`src/rtl/cal_pkg.sv`:
```
package cal_pkg;
  localparam int FW = 8;        // two-digit BCD field
  localparam int YW = 16;       // four-digit BCD year
  localparam int WW = 3;        // weekday code
  localparam int YDIG = YW / 4;
  localparam logic [WW-1:0] WDAY_LAST = 3'd6;

  function automatic logic [FW-1:0] bcd_inc2(input logic [FW-1:0] v);
    if (v[3:0] == 4'd9) return {v[7:4] + 4'd1, 4'd0};
    return v + 8'd1;
  endfunction

  function automatic logic [YW-1:0] bcd_inc4(input logic [YW-1:0] v);
    logic [YW-1:0] r;
    logic c;
    r = v;
    c = 1'b1;
    for (int i = 0; i < YDIG; i++) begin
      if (c) begin
        if (r[i*4 +: 4] == 4'd9) r[i*4 +: 4] = 4'd0;
        else begin
          r[i*4 +: 4] = r[i*4 +: 4] + 4'd1;
          c = 1'b0;
        end
      end
    end
    return r;
  endfunction

  // two BCD digits divisible by four: even tens need 0/4/8, odd tens need 2/6
  function automatic logic bcd_div4(input logic [FW-1:0] v);
    if (v[4]) return (v[3:0] == 4'd2) || (v[3:0] == 4'd6);
    return (v[3:0] == 4'd0) || (v[3:0] == 4'd4) || (v[3:0] == 4'd8);
  endfunction

  function automatic logic is_leap(input logic [YW-1:0] y);
    if (y[7:0] == 8'h00) return bcd_div4(y[15:8]);
    return bcd_div4(y[7:0]);
  endfunction

  function automatic logic [FW-1:0] month_len(input logic [FW-1:0] m, input logic leap);
    case (m)
      8'h02:                      return leap ? 8'h29 : 8'h28;
      8'h04, 8'h06, 8'h09, 8'h11: return 8'h30;
      default:                    return 8'h31;
    endcase
  endfunction
endpackage

```
`src/rtl/cal_bcd_wrap.sv`:
```
module cal_bcd_wrap
  import cal_pkg::*;
#(
  parameter logic [FW-1:0] FIRST = '0
) (
  input  logic          clk,
  input  logic          rst_n,
  input  logic          adv,
  input  logic          ld,
  input  logic [FW-1:0] ld_val,
  input  logic [FW-1:0] last_val,
  output logic [FW-1:0] val,
  output logic          wrap
);
  logic [FW-1:0] val_q;

  always_ff @(posedge clk or negedge rst_n) begin
    if (!rst_n)   val_q <= FIRST;
    else if (ld)  val_q <= ld_val;
    else if (adv) val_q <= (val_q == last_val) ? FIRST : bcd_inc2(val_q);
  end

  assign val  = val_q;
  assign wrap = adv && !ld && (val_q == last_val);

  // a units nine that is not the last value carries into the tens
  p_units_carry_r1: assert property (@(posedge clk) disable iff (!rst_n)
    (adv && !ld && (val_q != last_val) && (val_q[3:0] == 4'h9)) |=> (val_q[3:0] == 4'h0));
endmodule

```
`src/rtl/cal_time_chain.sv`:
```
module cal_time_chain
  import cal_pkg::*;
(
  input  logic          clk,
  input  logic          rst_n,
  input  logic          step,
  input  logic          ld,
  input  logic [FW-1:0] ld_sec,
  input  logic [FW-1:0] ld_min,
  input  logic [FW-1:0] ld_hour,
  output logic [FW-1:0] sec,
  output logic [FW-1:0] min,
  output logic [FW-1:0] hour,
  output logic          day_step,
  output logic          p1,
  output logic          p10
);
  localparam int NF = 3;

  logic [FW-1:0] ld_v [NF];
  logic [FW-1:0] vals [NF];
  logic [NF-1:0] wrap_w;
  logic [NF:0]   adv;

  assign ld_v[0] = ld_sec;
  assign ld_v[1] = ld_min;
  assign ld_v[2] = ld_hour;
  assign adv     = {wrap_w, step};

  for (genvar g = 0; g < NF; g++) begin : g_fld
    cal_bcd_wrap #(.FIRST(8'h00)) u_fld (
      .clk(clk), .rst_n(rst_n), .adv(adv[g]), .ld(ld), .ld_val(ld_v[g]),
      .last_val((g == NF - 1) ? 8'h23 : 8'h59),
      .val(vals[g]), .wrap(wrap_w[g])
    );
  end

  assign sec      = vals[0];
  assign min      = vals[1];
  assign hour     = vals[2];
  assign day_step = wrap_w[NF-1];

  always_ff @(posedge clk or negedge rst_n) begin
    if (!rst_n) begin
      p1  <= 1'b0;
      p10 <= 1'b0;
    end else begin
      p1  <= step && !ld;
      p10 <= step && !ld && (vals[0][3:0] == 4'd9);
    end
  end

  // a date carry only leaves the last second of the day
  p_day_carry_r2: assert property (@(posedge clk) disable iff (!rst_n)
    day_step |-> (sec == 8'h59 && min == 8'h59 && hour == 8'h23));
  // the day carry returns all three fields to zero
  p_midnight_r2: assert property (@(posedge clk) disable iff (!rst_n)
    day_step |=> (sec == 8'h00 && min == 8'h00 && hour == 8'h00));
endmodule

```
`src/rtl/cal_date_chain.sv`:
```
module cal_date_chain
  import cal_pkg::*;
(
  input  logic          clk,
  input  logic          rst_n,
  input  logic          step,
  input  logic          ld,
  input  logic [WW-1:0] ld_wday,
  input  logic [FW-1:0] ld_day,
  input  logic [FW-1:0] ld_mon,
  input  logic [YW-1:0] ld_year,
  output logic [WW-1:0] wday,
  output logic [FW-1:0] day,
  output logic [FW-1:0] mon,
  output logic [YW-1:0] year
);
  logic [YW-1:0] year_q;
  logic [WW-1:0] wday_q;
  logic          leap;
  logic [FW-1:0] last_day;
  logic          day_wrap, mon_wrap;

  assign leap     = is_leap(year_q);
  assign last_day = month_len(mon, leap);

  cal_bcd_wrap #(.FIRST(8'h01)) u_day (
    .clk(clk), .rst_n(rst_n), .adv(step), .ld(ld), .ld_val(ld_day),
    .last_val(last_day), .val(day), .wrap(day_wrap)
  );

  cal_bcd_wrap #(.FIRST(8'h01)) u_mon (
    .clk(clk), .rst_n(rst_n), .adv(day_wrap), .ld(ld), .ld_val(ld_mon),
    .last_val(8'h12), .val(mon), .wrap(mon_wrap)
  );

  always_ff @(posedge clk or negedge rst_n) begin
    if (!rst_n) begin
      year_q <= 16'h2000;
      wday_q <= '0;
    end else if (ld) begin
      year_q <= ld_year;
      wday_q <= ld_wday;
    end else begin
      if (mon_wrap) year_q <= bcd_inc4(year_q);
      if (step)     wday_q <= (wday_q == WDAY_LAST) ? '0 : wday_q + 3'd1;
    end
  end

  assign year = year_q;
  assign wday = wday_q;

  // every date step moves the weekday
  p_wday_moves_r6: assert property (@(posedge clk) disable iff (!rst_n)
    (step && !ld) |=> !$stable(wday_q));
  // new year's eve steps to the first of January
  p_new_year_r7: assert property (@(posedge clk) disable iff (!rst_n)
    (step && !ld && mon == 8'h12 && day == 8'h31) |=> (mon == 8'h01 && day == 8'h01));
  // February 28 of a common year steps to March
  p_feb_common_r5: assert property (@(posedge clk) disable iff (!rst_n)
    (step && !ld && mon == 8'h02 && day == 8'h28 && !leap) |=> (mon == 8'h03));
endmodule

```
`src/rtl/cal_alarm.sv`:
```
module cal_alarm
  import cal_pkg::*;
(
  input  logic          clk,
  input  logic          rst_n,
  input  logic          ld,
  input  logic          clr,
  input  logic [FW-1:0] sec,
  input  logic [FW-1:0] min,
  input  logic [FW-1:0] hour,
  input  logic [WW-1:0] wday,
  input  logic [FW-1:0] a_sec,
  input  logic [FW-1:0] a_min,
  input  logic [FW-1:0] a_hour,
  input  logic [WW-1:0] a_wday,
  input  logic [3:0]    mask,
  input  logic          ge,
  output logic          hit,
  output logic          pend
);
  logic [3*FW-1:0] cur_k, alm_k;
  logic            wday_ok, match, match_q, rise;

  assign cur_k   = {mask[2] ? 8'h00 : hour,   mask[1] ? 8'h00 : min,   mask[0] ? 8'h00 : sec};
  assign alm_k   = {mask[2] ? 8'h00 : a_hour, mask[1] ? 8'h00 : a_min, mask[0] ? 8'h00 : a_sec};
  assign wday_ok = mask[3] || (wday == a_wday);
  assign match   = wday_ok && (ge ? (cur_k >= alm_k) : (cur_k == alm_k));
  assign rise    = match && !match_q;

  always_ff @(posedge clk or negedge rst_n) begin
    if (!rst_n) begin
      match_q <= 1'b1;
      hit     <= 1'b0;
      pend    <= 1'b0;
    end else begin
      match_q <= match;
      if (ld) begin
        hit  <= 1'b0;
        pend <= 1'b0;
      end else if (rise) begin
        hit  <= 1'b1;
        pend <= 1'b1;
      end else begin
        hit <= 1'b0;
        if (clr) pend <= 1'b0;
      end
    end
  end

  // an event always leaves the flag pending
  p_hit_pend_r11: assert property (@(posedge clk) disable iff (!rst_n) hit |-> pend);
  // the event lasts a single cycle
  p_hit_single_r11: assert property (@(posedge clk) disable iff (!rst_n) hit |=> !hit);
  // a load wipes the alarm state
  p_load_wipe_r12: assert property (@(posedge clk) disable iff (!rst_n) ld |=> (!pend && !hit));
endmodule

```
`src/rtl/bcd_calendar_clock.sv`:
```
module bcd_calendar_clock
  import cal_pkg::*;
(
  input  logic          clk,
  input  logic          rst_n,
  input  logic          tick_1hz,
  input  logic          load_en,
  input  logic [FW-1:0] load_sec,
  input  logic [FW-1:0] load_min,
  input  logic [FW-1:0] load_hour,
  input  logic [WW-1:0] load_wday,
  input  logic [FW-1:0] load_day,
  input  logic [FW-1:0] load_mon,
  input  logic [YW-1:0] load_year,
  input  logic [FW-1:0] alarm_sec,
  input  logic [FW-1:0] alarm_min,
  input  logic [FW-1:0] alarm_hour,
  input  logic [WW-1:0] alarm_wday,
  input  logic [3:0]    alarm_mask,
  input  logic          alarm_ge,
  input  logic          alarm_clear,
  output logic [FW-1:0] cur_sec,
  output logic [FW-1:0] cur_min,
  output logic [FW-1:0] cur_hour,
  output logic [WW-1:0] cur_wday,
  output logic [FW-1:0] cur_day,
  output logic [FW-1:0] cur_mon,
  output logic [YW-1:0] cur_year,
  output logic          pulse_1s,
  output logic          pulse_10s,
  output logic          alarm_hit,
  output logic          alarm_pend
);
  logic day_step;

  cal_time_chain u_time (
    .clk(clk), .rst_n(rst_n), .step(tick_1hz), .ld(load_en),
    .ld_sec(load_sec), .ld_min(load_min), .ld_hour(load_hour),
    .sec(cur_sec), .min(cur_min), .hour(cur_hour),
    .day_step(day_step), .p1(pulse_1s), .p10(pulse_10s)
  );

  cal_date_chain u_date (
    .clk(clk), .rst_n(rst_n), .step(day_step), .ld(load_en),
    .ld_wday(load_wday), .ld_day(load_day), .ld_mon(load_mon), .ld_year(load_year),
    .wday(cur_wday), .day(cur_day), .mon(cur_mon), .year(cur_year)
  );

  cal_alarm u_alarm (
    .clk(clk), .rst_n(rst_n), .ld(load_en), .clr(alarm_clear),
    .sec(cur_sec), .min(cur_min), .hour(cur_hour), .wday(cur_wday),
    .a_sec(alarm_sec), .a_min(alarm_min), .a_hour(alarm_hour), .a_wday(alarm_wday),
    .mask(alarm_mask), .ge(alarm_ge), .hit(alarm_hit), .pend(alarm_pend)
  );

  // without tick or load every field holds
  p_hold_r3: assert property (@(posedge clk) disable iff (!rst_n)
    (!tick_1hz && !load_en) |=> $stable({cur_sec, cur_min, cur_hour, cur_wday, cur_day, cur_mon, cur_year}));
  // the ten-second strobe rides with the second strobe on a zero units digit
  p_ten_sec_r8: assert property (@(posedge clk) disable iff (!rst_n)
    pulse_10s |-> (pulse_1s && cur_sec[3:0] == 4'h0));
  // a load lands exactly and suppresses the strobe
  p_load_exact_r12: assert property (@(posedge clk) disable iff (!rst_n)
    load_en |=> (cur_sec == $past(load_sec) && cur_year == $past(load_year) && !pulse_1s));
endmodule

```
`config.mk`:
```
export PLATFORM = sky130hd
export DESIGN_NAME = bcd_calendar_clock
export DESIGN_NICKNAME = d
export VERILOG_FILES = /design/src/rtl/cal_pkg.sv /design/src/rtl/cal_bcd_wrap.sv /design/src/rtl/cal_time_chain.sv /design/src/rtl/cal_date_chain.sv /design/src/rtl/cal_alarm.sv /design/src/rtl/bcd_calendar_clock.sv
export SDC_FILE = /design/constraint.sdc
export NUM_CORES = 1
export LEC_CHECK = 0
export ABC_AREA = 1
export BUFFER_PORTS_ARGS = -buffer_cell sky130_fd_sc_hd__buf_2
export CAP_MARGIN = 20
export CORE_AREA = 2 2 162 85
export DETAILED_ROUTE_END_ITERATION = 6
export DIE_AREA = 0 0 164 87
export GPL_TIMING_DRIVEN = 0
export PLACE_DENSITY_LB_ADDON = 0.15
export SYNTH_ARGS = -nofsm -noshare
export SYNTH_HDL_FRONTEND = slang
export SYNTH_HIERARCHICAL = 1
export SYNTH_SLANG_ARGS = --single-unit
```
`constraint.sdc`:
```
create_clock -name clk -period 3.55 [get_ports clk]
set_clock_uncertainty 0.1 [all_clocks]
set_input_delay 0.5325 -clock clk [delete_from_list [all_inputs] [get_ports clk]]
set_output_delay 0.5325 -clock clk [all_outputs]
set_load 0.01 [all_outputs]
```
==> impl_metrics.csv, run 1 <==
group,metric,value,unit
sta,maxSlewHeadroom,56.1,%
clock_tree,cts_tree,"done",
place,dp.cells,1292,
clock_tree,clk_latency,0.33,ns
synth,ys_seq_area_share,25.4,%
clock_tree,clock-sinks,64,
grt,antenna_found_initial,1,
worst_setup_path,cp-start-kind,"primary input",
synth,syn-mean-instance-area,6.92,µm²
finish,drive_gt1_share,29.6,%
detailed_routing,routed.top_layer,"met4",
status,status,"completed",
pwr,pwr-share-clk,32.4,%
clock_tree,clockBufferDepth,2,
sta,tns,0,ns
finish,stdcell_count,1329,
clock_tree,postCtsHoldBufs,0,
detailed_routing,drtAntennaViolNets,0,
grt,grt_max_degree,65,
pwr,p_leak,4.36,nW
worst_setup_path,critPathCaptureType,"flop",
sta,min_period,3.32,ns
clock_tree,cts_buffers,9,
synth,synth_cell_types,42,
die,start_util,48.5,%
place,gp_congestion,0.884,
finish,num-nets-final,1282,
synth,yosysWarnings,6,
detailed_routing,wl,17500,µm
pwr,p_seq_share,34.4,%
sta,rsz0062_at_grt,"false",
place,io_buffers,155,
finish,area_growth_syn_to_layout,27.5,%
detailed_routing,drcViolationCount,0,
synth,synth-seq-cells,64,
clock_tree,clk_pin_slew,0.06,ns
worst_setup_path,path_class,"primary input to flop",
pwr,pwr-share-comb,33.2,%
worst_setup_path,r2r_cells,28,
detailed_routing,avgRoutedWirePerCell,13.2,µm
die,core_region_area,13000,µm²
grt,grt_use_total,24.9,%
place,hpwlAfterDp,13500,µm
sta,fmax,301,MHz
detailed_routing,drt-pass1-iter-count,5,
pwr,power_density,343,nW/µm²
clock_tree,root_buffer,"clkbuf_16",
sta,finalSetupViolations,0,
detailed_routing,routed_via_density,4.88,
grt,grt-ovfl-total,0,
die,rows,30,
detailed_routing,vias,6486,
die,ios,159,
synth,synth_area,6310,µm²
pwr,p_sw,999,µW
finish,final_core_util,61.8,%
pwr,switching_share,36.2,%
sta,slew_viol_final,0,
detailed_routing,wl_met2,6830,µm
worst_setup_path,crit_fanout,11,
synth,netlist_instances,913,
min_path,hold_class,"primary input to async pin",
die,dieArea,14300,µm²
die,die_y,87,µm
grt,grt_pass1_wl,28100,µm
sta,hold_viol_final,0,
clock_tree,cts_max_level,3,
pwr,internal_power,1.76,mW
worst_setup_path,critPathRequiredTime,3.66,ns
detailed_routing,drt-initial-drc-count,477,
die,chipWidth,164,µm
detailed_routing,drt-met1-wl,9490,µm
sta,period_share,93.5,%
sta,worst_slew_pin_slew,0.656,ns
job,drv_cap,0,
worst_setup_path,cp.arrival,3.43,ns
grt,grt_pass1_vias,5583,
detailed_routing,dr_wl_met3,1180,µm
pwr,vdd_ir_drop_max,0.161,mV
pwr,finalPower,2.76,mW
-- final timing paths --
| path | startpoint | end | slack (ns) |
|---|---|---|---|
| setup / recovery | load_en | u_date/year[3] | 0.23 |
| hold / removal | rst_n | u_time/g_fld[1].u_fld/val[6] | 0.11 |
| setup reg to reg | u_time/g_fld[0].u_fld/val[2] | u_date/year[3] | 0.24 |
| hold reg to reg | u_alarm/pend | u_alarm/pend | 0.39 |
| max in group asynchronous | rst_n | u_date/year[13] | 2.92 |
| min in group clk | load_sec[4] | u_time/g_fld[0].u_fld/val[4] | 0.32 |
-- sequential cells by signal, indices dropped and copies added (netlist names) --
signal                  cells
u_alarm/hit                 1
u_date/u_day/val            8
u_date/year                16
u_time/g_fld.u_fld/val     24
u_time/p10                  1
u_alarm/match_q             1
u_date/u_mon/val            8
u_date/wday                 3
u_alarm/pend                1
u_time/p1                   1
-- logic make-up after synthesis --
group	after synthesis	share of synthesized area [%]
adder cells (fa/ha/maj)	39	7.73
AND/OR/NAND/NOR	535	39.5
buffers and inverters	134	9.87
other	4	0.238
flip-flops	64	25.4
AO/OA/AOI/OAI	96	10.6
XOR/XNOR	41	6.64
-- layer usage --
layer	vias up	track usage, %
met5	-	0
met4	0	3.19
met3	5	4.57
met2	205	34.6
met1	2925	40.2
li1	3351	-
-- synthesized netlist by cell type (all sizes together) --
master / instances / area (µm²)
o22ai: 1 / 6.26
nor2: 108 / 554
or2: 6 / 37.5
nand2: 318 / 1300
a21o: 2 / 15.0
xnor2: 35 / 367
clkbuf: 3 / 11.3
dfrtp: 60 / 1500
nand3: 78 / 438
conb: 4 / 15.0
inv: 112 / 428
a22oi: 29 / 218
nand3b: 7 / 52.6
nor3: 3 / 15.0
a31o: 1 / 8.76
o211ai: 3 / 22.5
a31oi: 5 / 76.3
buf: 18 / 180
a21oi: 12 / 60.1
o21ai: 43 / 260
clkinv: 1 / 3.75
dfstp: 4 / 105
ha: 39 / 488
xor2: 6 / 52.6
nand4: 15 / 100
-- through the flow --
stage          area, µm²  worst slack, ns  hold WS, ns
2_1_floorplan       6500          0.00394        0.137
3_3_place_gp        7490            -1.17        0.367
3_5_place_dp        7520            -1.21        0.379
4_1_cts             7930          0.00720        0.114
5_1_grt             8050          0.00774        0.131
6_report            8050            0.231        0.113
-- critical path: stages --
cell and delay, ns:
clkbuf_4 0.22, buf_6 0.20, nor2_8 0.15, inv_1 0.11, nor2_4 0.16, inv_2 0.08
nor2_8 0.10, inv_4 0.05, nor2_4 0.09, inv_2 0.07, nor2_8 0.14, inv_4 0.06
nor2_4 0.16, inv_2 0.06, nor2_4 0.10, nand3_2 0.10, inv_2 0.08, inv_2 0.05
nor2_4 0.08, inv_2 0.05, nor2_4 0.16, nand3_4 0.10, nor2_4 0.17, nor2_4 0.09
buf_4 0.13, nand3_1 0.06, nand2_1 0.05
-- cell usage in the layout, fill, tap and decap left out, drive strengths merged, types with 3 or more instances in the layout --
cell type	Yosys	layout
buf	18	193
clkinv	1	4
xnor2	35	35
nand4	15	15
o211ai	3	3
nor3	3	3
nand3	78	78
nor2	108	108
inv	112	112
nand2	318	318
a31oi	5	5
ha	39	39
dfrtp	60	60
clkbuf	3	16
o21ai	43	43
a22oi	29	29
conb	4	51
dfstp	4	4
xor2	6	6
or2	6	6
nand3b	7	7
a21oi	12	12
-- power by group through the flow --
stage                     clock, mW  combinational, mW  sequential [mW]
after CTS                     0.916              0.883            0.951
final                         0.894              0.915            0.951
after global placement            0              0.848            0.967
after detailed placement          0              0.865            0.968
after floorplan                   0              0.566            0.971
after global routing          0.949               1.03            0.967
-- final cells by class --
| type | instances | area, µm² |
|---|---|---|
| Fill cell | 1239 | 4970 |
| Multi-Input combinational cell | 762 | 4340 |
| Sequential cell | 64 | 1610 |
| Timing Repair Buffer | 176 | 958 |
| Inverter | 113 | 437 |
| Clock buffer | 12 | 246 |
| Tap cell | 176 | 220 |
| Buffer | 21 | 191 |
| Clock inverter | 4 | 45.0 |
| Antenna cell | 1 | 2.50 |
-- timing repair --
action,in CTS,in global routing
setup buffers,9,11
pin swaps,10,13
setup endpoints to repair,24,15
hold endpoints to repair,0,0
gates resized for setup,15,15
Note: power is estimated with default switching activity, not from simulation.
==> inputs of run 2 (changes only) <==
- CORE_AREA: 2 2 162 85 -> 2 2 155 81
- DIE_AREA: 0 0 164 87 -> 0 0 157 83
- SLEW_MARGIN: not set -> 20
- clock period: 3.55 -> 3.2 ns (I/O delays scaled with it)
==> run 2 against run 1 <==
Net effect: clock power increased by 6.8%; total power grew 9.6%; combinational power increased by 11%; design area grew 0.40%; sequential cell count did not move; via count rose by 1.6%; sequential share of layout area fell by 0.11 points; wire length decreased by 0.47%; setup slack lost 0.18 ns; largest power group unchanged.
==> impl_metrics.csv, run 2 (synthesis gave the netlist of run 1 again) <==
group,metric,value,unit
clock_tree,cts_buffers,9,
detailed_routing,drt-pass1-iter-count,5,
place,io_buffers,155,
pwr,power_density,374,nW/µm²
grt,grt-ovfl-total,0,
die,die_y,83,µm
clock_tree,clk_latency,0.33,ns
finish,largest_register_ffs,24,
grt,antenna_found_initial,0,
worst_setup_path,cp.arrival,3.33,ns
clock_tree,clockBufferDepth,2,
worst_setup_path,max_stage_delay,0.40,ns
worst_setup_path,path_class,"flop to flop",
detailed_routing,vias,6587,
min_path,hold_class,"primary input to flop",
worst_setup_path,critPathCaptureType,"flop",
detailed_routing,drtAntennaViolNets,0,
detailed_routing,routed_via_density,4.97,
grt,use_met3,5.17,%
grt,grt-busiest-layer,"met1",
worst_setup_path,critPathRequiredTime,3.38,ns
finish,area_growth_syn_to_layout,28.1,%
sta,finalSetupViolations,0,
die,rows,28,
finish,diodes,0,
grt,grt_max_degree,52,
worst_setup_path,crit_fanout,5,
status,status,"completed",
detailed_routing,wl,17500,µm
clock_tree,clk_pin_slew,0.06,ns
die,start_util,54.5,%
sta,period_share,98.4,%
job,drv_cap,0,
grt,grt.met1_usage,44.5,%
grt,grt_use_met2,37.1,%
sta,fin_ws,0.0500,ns
clock_tree,clock-sinks,64,
finish,drive_gt1_share,29.9,%
pwr,vdd_ir_drop_max,0.231,mV
pwr,p_leak,4.39,nW
grt,grt_pass1_wl,28800,µm
worst_setup_path,cp_slowest_cell,"dfrtp_1",
grt,grt_pass1_vias,5811,
pwr,p_sw,1.11,mW
detailed_routing,avgRoutedWirePerCell,13.2,µm
finish,final_core_util,69.7,%
detailed_routing,drcViolationCount,0,
clock_tree,cts_tree,"done",
place,gp_congestion,0.875,
pwr,pwr-share-clk,31.6,%
worst_setup_path,cp-start-kind,"flop",
sta,hold_viol_final,0,
pwr,pwr-share-comb,33.7,%
sta,min_period,3.15,ns
finish,num-nets-final,1290,
clock_tree,cts_max_level,3,
finish,final_common_cell,"nand2_1",
sta,worst_slew_pin_slew,0.659,ns
sta,rsz0062_at_grt,"true",
sta,fmax,317,MHz
sta,slew_viol_final,0,
pwr,p_seq_share,34.7,%
pwr,internal_power,1.92,mW
sta,maxSlewHeadroom,55.9,%
place,dp_slack,-0.786,ns
clock_tree,root_buffer,"clkbuf_16",
grt,grt_use_total,27.3,%
place,hpwlAfterDp,13400,µm
detailed_routing,drt-initial-drc-count,478,
die,core_region_area,11600,µm²
finish,layout_common_cells,"nand2_1, buf_2, inv_1",
die,ios,159,
die,chipWidth,157,µm
die,dieArea,13000,µm²
worst_setup_path,path_common_cell,"nor2_4",
pwr,switching_share,36.7,%
==> run 2: through the flow <==
step / total power [mW] / std cells / cell area, µm² / hold slack [ns] / TNS (ns)
3_3_place_gp: 2.01 / 1280 / 7510 / 0.368 / -10.76
4_1_cts: 3.02 / 1310 / 7960 / 0.240 / 0
2_1_floorplan: 1.71 / 960 / 6530 / 0.0844 / 0
5_1_grt: 3.24 / 1325 / 8090 / 0.239 / -1.47
3_5_place_dp: 2.03 / 1281 / 7540 / 0.258 / -11.99
6_report: 3.03 / 1325 / 8090 / 0.251 / 0
==> run 2: layer usage <==
metal / wire length (µm) / share of wire, %
met2: 6810 / 39
met1: 9240 / 53
met4: 84 / 0.48
met5: 0 / 0
met3: 1330 / 7.6
==> run 2: final cells by class <==
type	instances	area, µm²
multi-input combinational	762	4340
clock inverter	3	15.0
inverter	113	437
clock buffer	13	270
sequential	64	1610
tap	165	206
buffer	21	191
timing repair buffer	184	1020
fill	1023	3510
==> run 2: final timing paths <==
check                                        startpoint                            to  slack (ns)  cells past startpoint
min reg2reg                                u_alarm/pend                  u_alarm/pend        0.38                      2
max                        u_time/g_fld[0].u_fld/val[2]               u_date/year[13]        0.05                     28
min in group asynchronous                         rst_n  u_time/g_fld[1].u_fld/val[6]        0.45                      2
min                                        load_wday[2]                u_date/wday[2]        0.25                      3
max in group asynchronous                         rst_n               u_date/year[13]        1.95                      3
max reg2reg                u_time/g_fld[0].u_fld/val[2]               u_date/year[13]        0.05                     28
==> run 2: worst max-delay path, delay by kind of cell (launching register included) <==
kind / cells / cell delay [ns]
flip-flops: 1 / 0.40
XOR/XNOR: 1 / 0.11
AND/OR/NAND/NOR: 18 / 1.87
buffers and inverters: 9 / 0.59
==> run 2: power by group through the flow <==
stage,Sequential (mW),Combinational [mW],Clock [mW]
after floorplan,1.08,0.629,0
after detailed placement,1.07,0.958,0
after global routing,1.07,1.15,1.02
after global placement,1.07,0.935,0
final,1.05,1.02,0.955
after CTS,1.05,0.992,0.975
==> run 2: what timing repair did <==
item	CTS	global route
hold buffers	1	0
endpoints found under the hold margin	13	0
pin swaps	9	10
setup buffers	12	15
endpoints found under the setup margin	24	16
resized for setup	8	5
==> inputs of run 3 (changes only) <==
- BUFFER_PORTS_ARGS: -buffer_cell sky130_fd_sc_hd__buf_2 -> -buffer_cell sky130_fd_sc_hd__buf_4
==> run 3 against run 2 <==
Net effect: register-to-register slack barely moved; sequential power barely moved; critical path type unchanged; clock power rose by 2%.
==> impl_metrics.csv, run 3 (synthesis gave the netlist of run 1 again) <==
group,metric,value,unit
clock_tree,clk_latency,0.34,ns
clock_tree,clockBufferDepth,2,
grt,grt_use_total,27.9,%
worst_setup_path,cp.arrival,3.27,ns
sta,hold_viol_final,0,
finish,final_common_cell,"nand2_1",
worst_setup_path,cp-start-kind,"flop",
worst_setup_path,path_common_cell,"nor2_4",
worst_setup_path,critPathCaptureType,"flop",
pwr,finalPower,3.14,mW
die,ios,159,
die,die_y,83,µm
worst_setup_path,path_class,"flop to flop",
detailed_routing,avgRoutedWirePerCell,13.5,µm
place,io_buffers,155,
grt,antenna_found_initial,0,
detailed_routing,drtAntennaViolNets,0,
worst_setup_path,critPathRequiredTime,3.32,ns
job,drv_cap,0,
sta,fmax,317,MHz
detailed_routing,drcViolationCount,0,
finish,multi_input_area,4350,µm²
finish,diodes,0,
sta,tns,0,ns
die,core_region_area,11600,µm²
detailed_routing,dr_wl_met3,1700,µm
place,hpwlAfterDp,13500,µm
grt,grt_max_degree,65,
place,gp_congestion,0.859,
clock_tree,cts_max_level,3,
pwr,p_leak,4.49,nW
finish,area_growth_syn_to_layout,33.9,%
finish,final_core_util,72.9,%
worst_setup_path,crit_fanout,6,
die,rows,28,
detailed_routing,wl_met2,7110,µm
die,start_util,54.5,%
sta,worst_slew_pin_slew,0.883,ns
clock_tree,clk_pin_slew,0.06,ns
worst_setup_path,cp_slowest_cell,"dfrtp_2",
finish,fillers,954,
sta,slew_viol_final,0,
status,status,"completed",
grt,grt_pass1_wl,29600,µm
detailed_routing,wl,17900,µm
sta,finalSetupViolations,0,
grt,grt-ovfl-total,0,
detailed_routing,vias,6582,
worst_setup_path,max_stage_delay,0.46,ns
finish,seq_area,1620,µm²
pwr,power_density,371,nW/µm²
place,dp_slack,-0.692,ns
die,chipWidth,157,µm
detailed_routing,routed.top_layer,"met4",
sta,min_period,3.15,ns
sta,period_share,98.6,%
detailed_routing,drt-met1-wl,9010,µm
sta,maxSlewHeadroom,41.2,%
clock_tree,root_buffer,"clkbuf_16",
finish,drive_gt1_share,30.5,%
detailed_routing,routed_via_density,4.98,
finish,num-nets-final,1288,
clock_tree,cts_tree,"done",
clock_tree,cts_buffers,9,
die,dieArea,13000,µm²
detailed_routing,drt-initial-drc-count,440,
finish,largest_register_ffs,24,
finish,layout_common_cells,"nand2_1, buf_4, inv_1",
sta,rsz0062_at_grt,"true",
pwr,vdd_ir_drop_max,0.204,mV
min_path,hold_class,"primary input to async pin",
sta,holdWs,0.171,ns
clock_tree,clock-sinks,64,
detailed_routing,drt-pass1-iter-count,5,
sta,fin_ws,0.0456,ns
grt,grt_pass1_vias,6016,
## run 3: cell count changes in the layout (fill, tap and decap cells not counted), moves of 2 or more
cell | previous run | this run
buf_2 | 157 | 3
buf_4 | 29 | 184
clkbuf_8 | 3 | 0
clkinvlp_4 | 0 | 2
dfrtp_1 | 56 | 52
dfrtp_2 | 4 | 8
nand2_1 | 288 | 285
nand2_2 | 22 | 25
## run 3: cell type report
class | instances | area share [%]
Timing Repair Buffer | 183 | 16.2
Buffer | 20 | 2.13
Sequential cell | 64 | 19.1
Clock inverter | 6 | 0.710
Inverter | 113 | 5.17
Clock buffer | 10 | 2.71
Multi-Input combinational cell | 762 | 51.5
Tap cell | 165 | 2.44
## run 3: through the flow
step | instance area (µm²) | std cells
3_5_place_dp | 7900 | 1280
5_1_grt | 8450 | 1323
6_report | 8450 | 1323
2_1_floorplan | 6530 | 960
3_3_place_gp | 7900 | 1280
4_1_cts | 8330 | 1310
## run 3: per-layer routing
layer	vias to the layer above	GRT usage, %
met5	-	0
met4	0	3.42
met3	12	5.85
met2	272	38.7
met1	2944	44.8
li1	3354	-
## run 3: what timing repair did
action                                  4_1_cts  5_1_grt
buffers inserted                             14       14
gates resized for setup                       8       12
hold buffers                                  0        0
endpoints found under the setup margin       24       15
pin swaps                                    12       10
## run 3: worst paths after layout
path,start,to,slack [ns],depth (start not counted)
worst max-delay path,u_time/g_fld[0].u_fld/val[7],u_date/year[3],0.05,27
worst min-delay path,rst_n,u_time/g_fld[1].u_fld/val[5],0.17,1
worst max register to register,u_time/g_fld[0].u_fld/val[7],u_date/year[3],0.05,27
worst min register to register,u_date/year[13],u_date/year[13],0.44,2
max in group asynchronous,rst_n,u_time/g_fld[0].u_fld/val[2],2.21,1
min in group clk,load_wday[2],u_date/wday[2],0.26,3
## run 3: worst max-delay path: cells and delay by family, from the launching register on
kind                   cells  cell delay [ns]
XOR/XNOR                   1             0.18
flip-flops                 1             0.46
buffers and inverters      9             0.61
AND/OR/NAND/NOR           17             1.67
## run 3: power by group
part	switching, mW	total [mW]	internal, mW
Sequential	0.158	1.06	0.903
Combinational	0.594	1.10	0.509
Clock	0.376	0.974	0.599
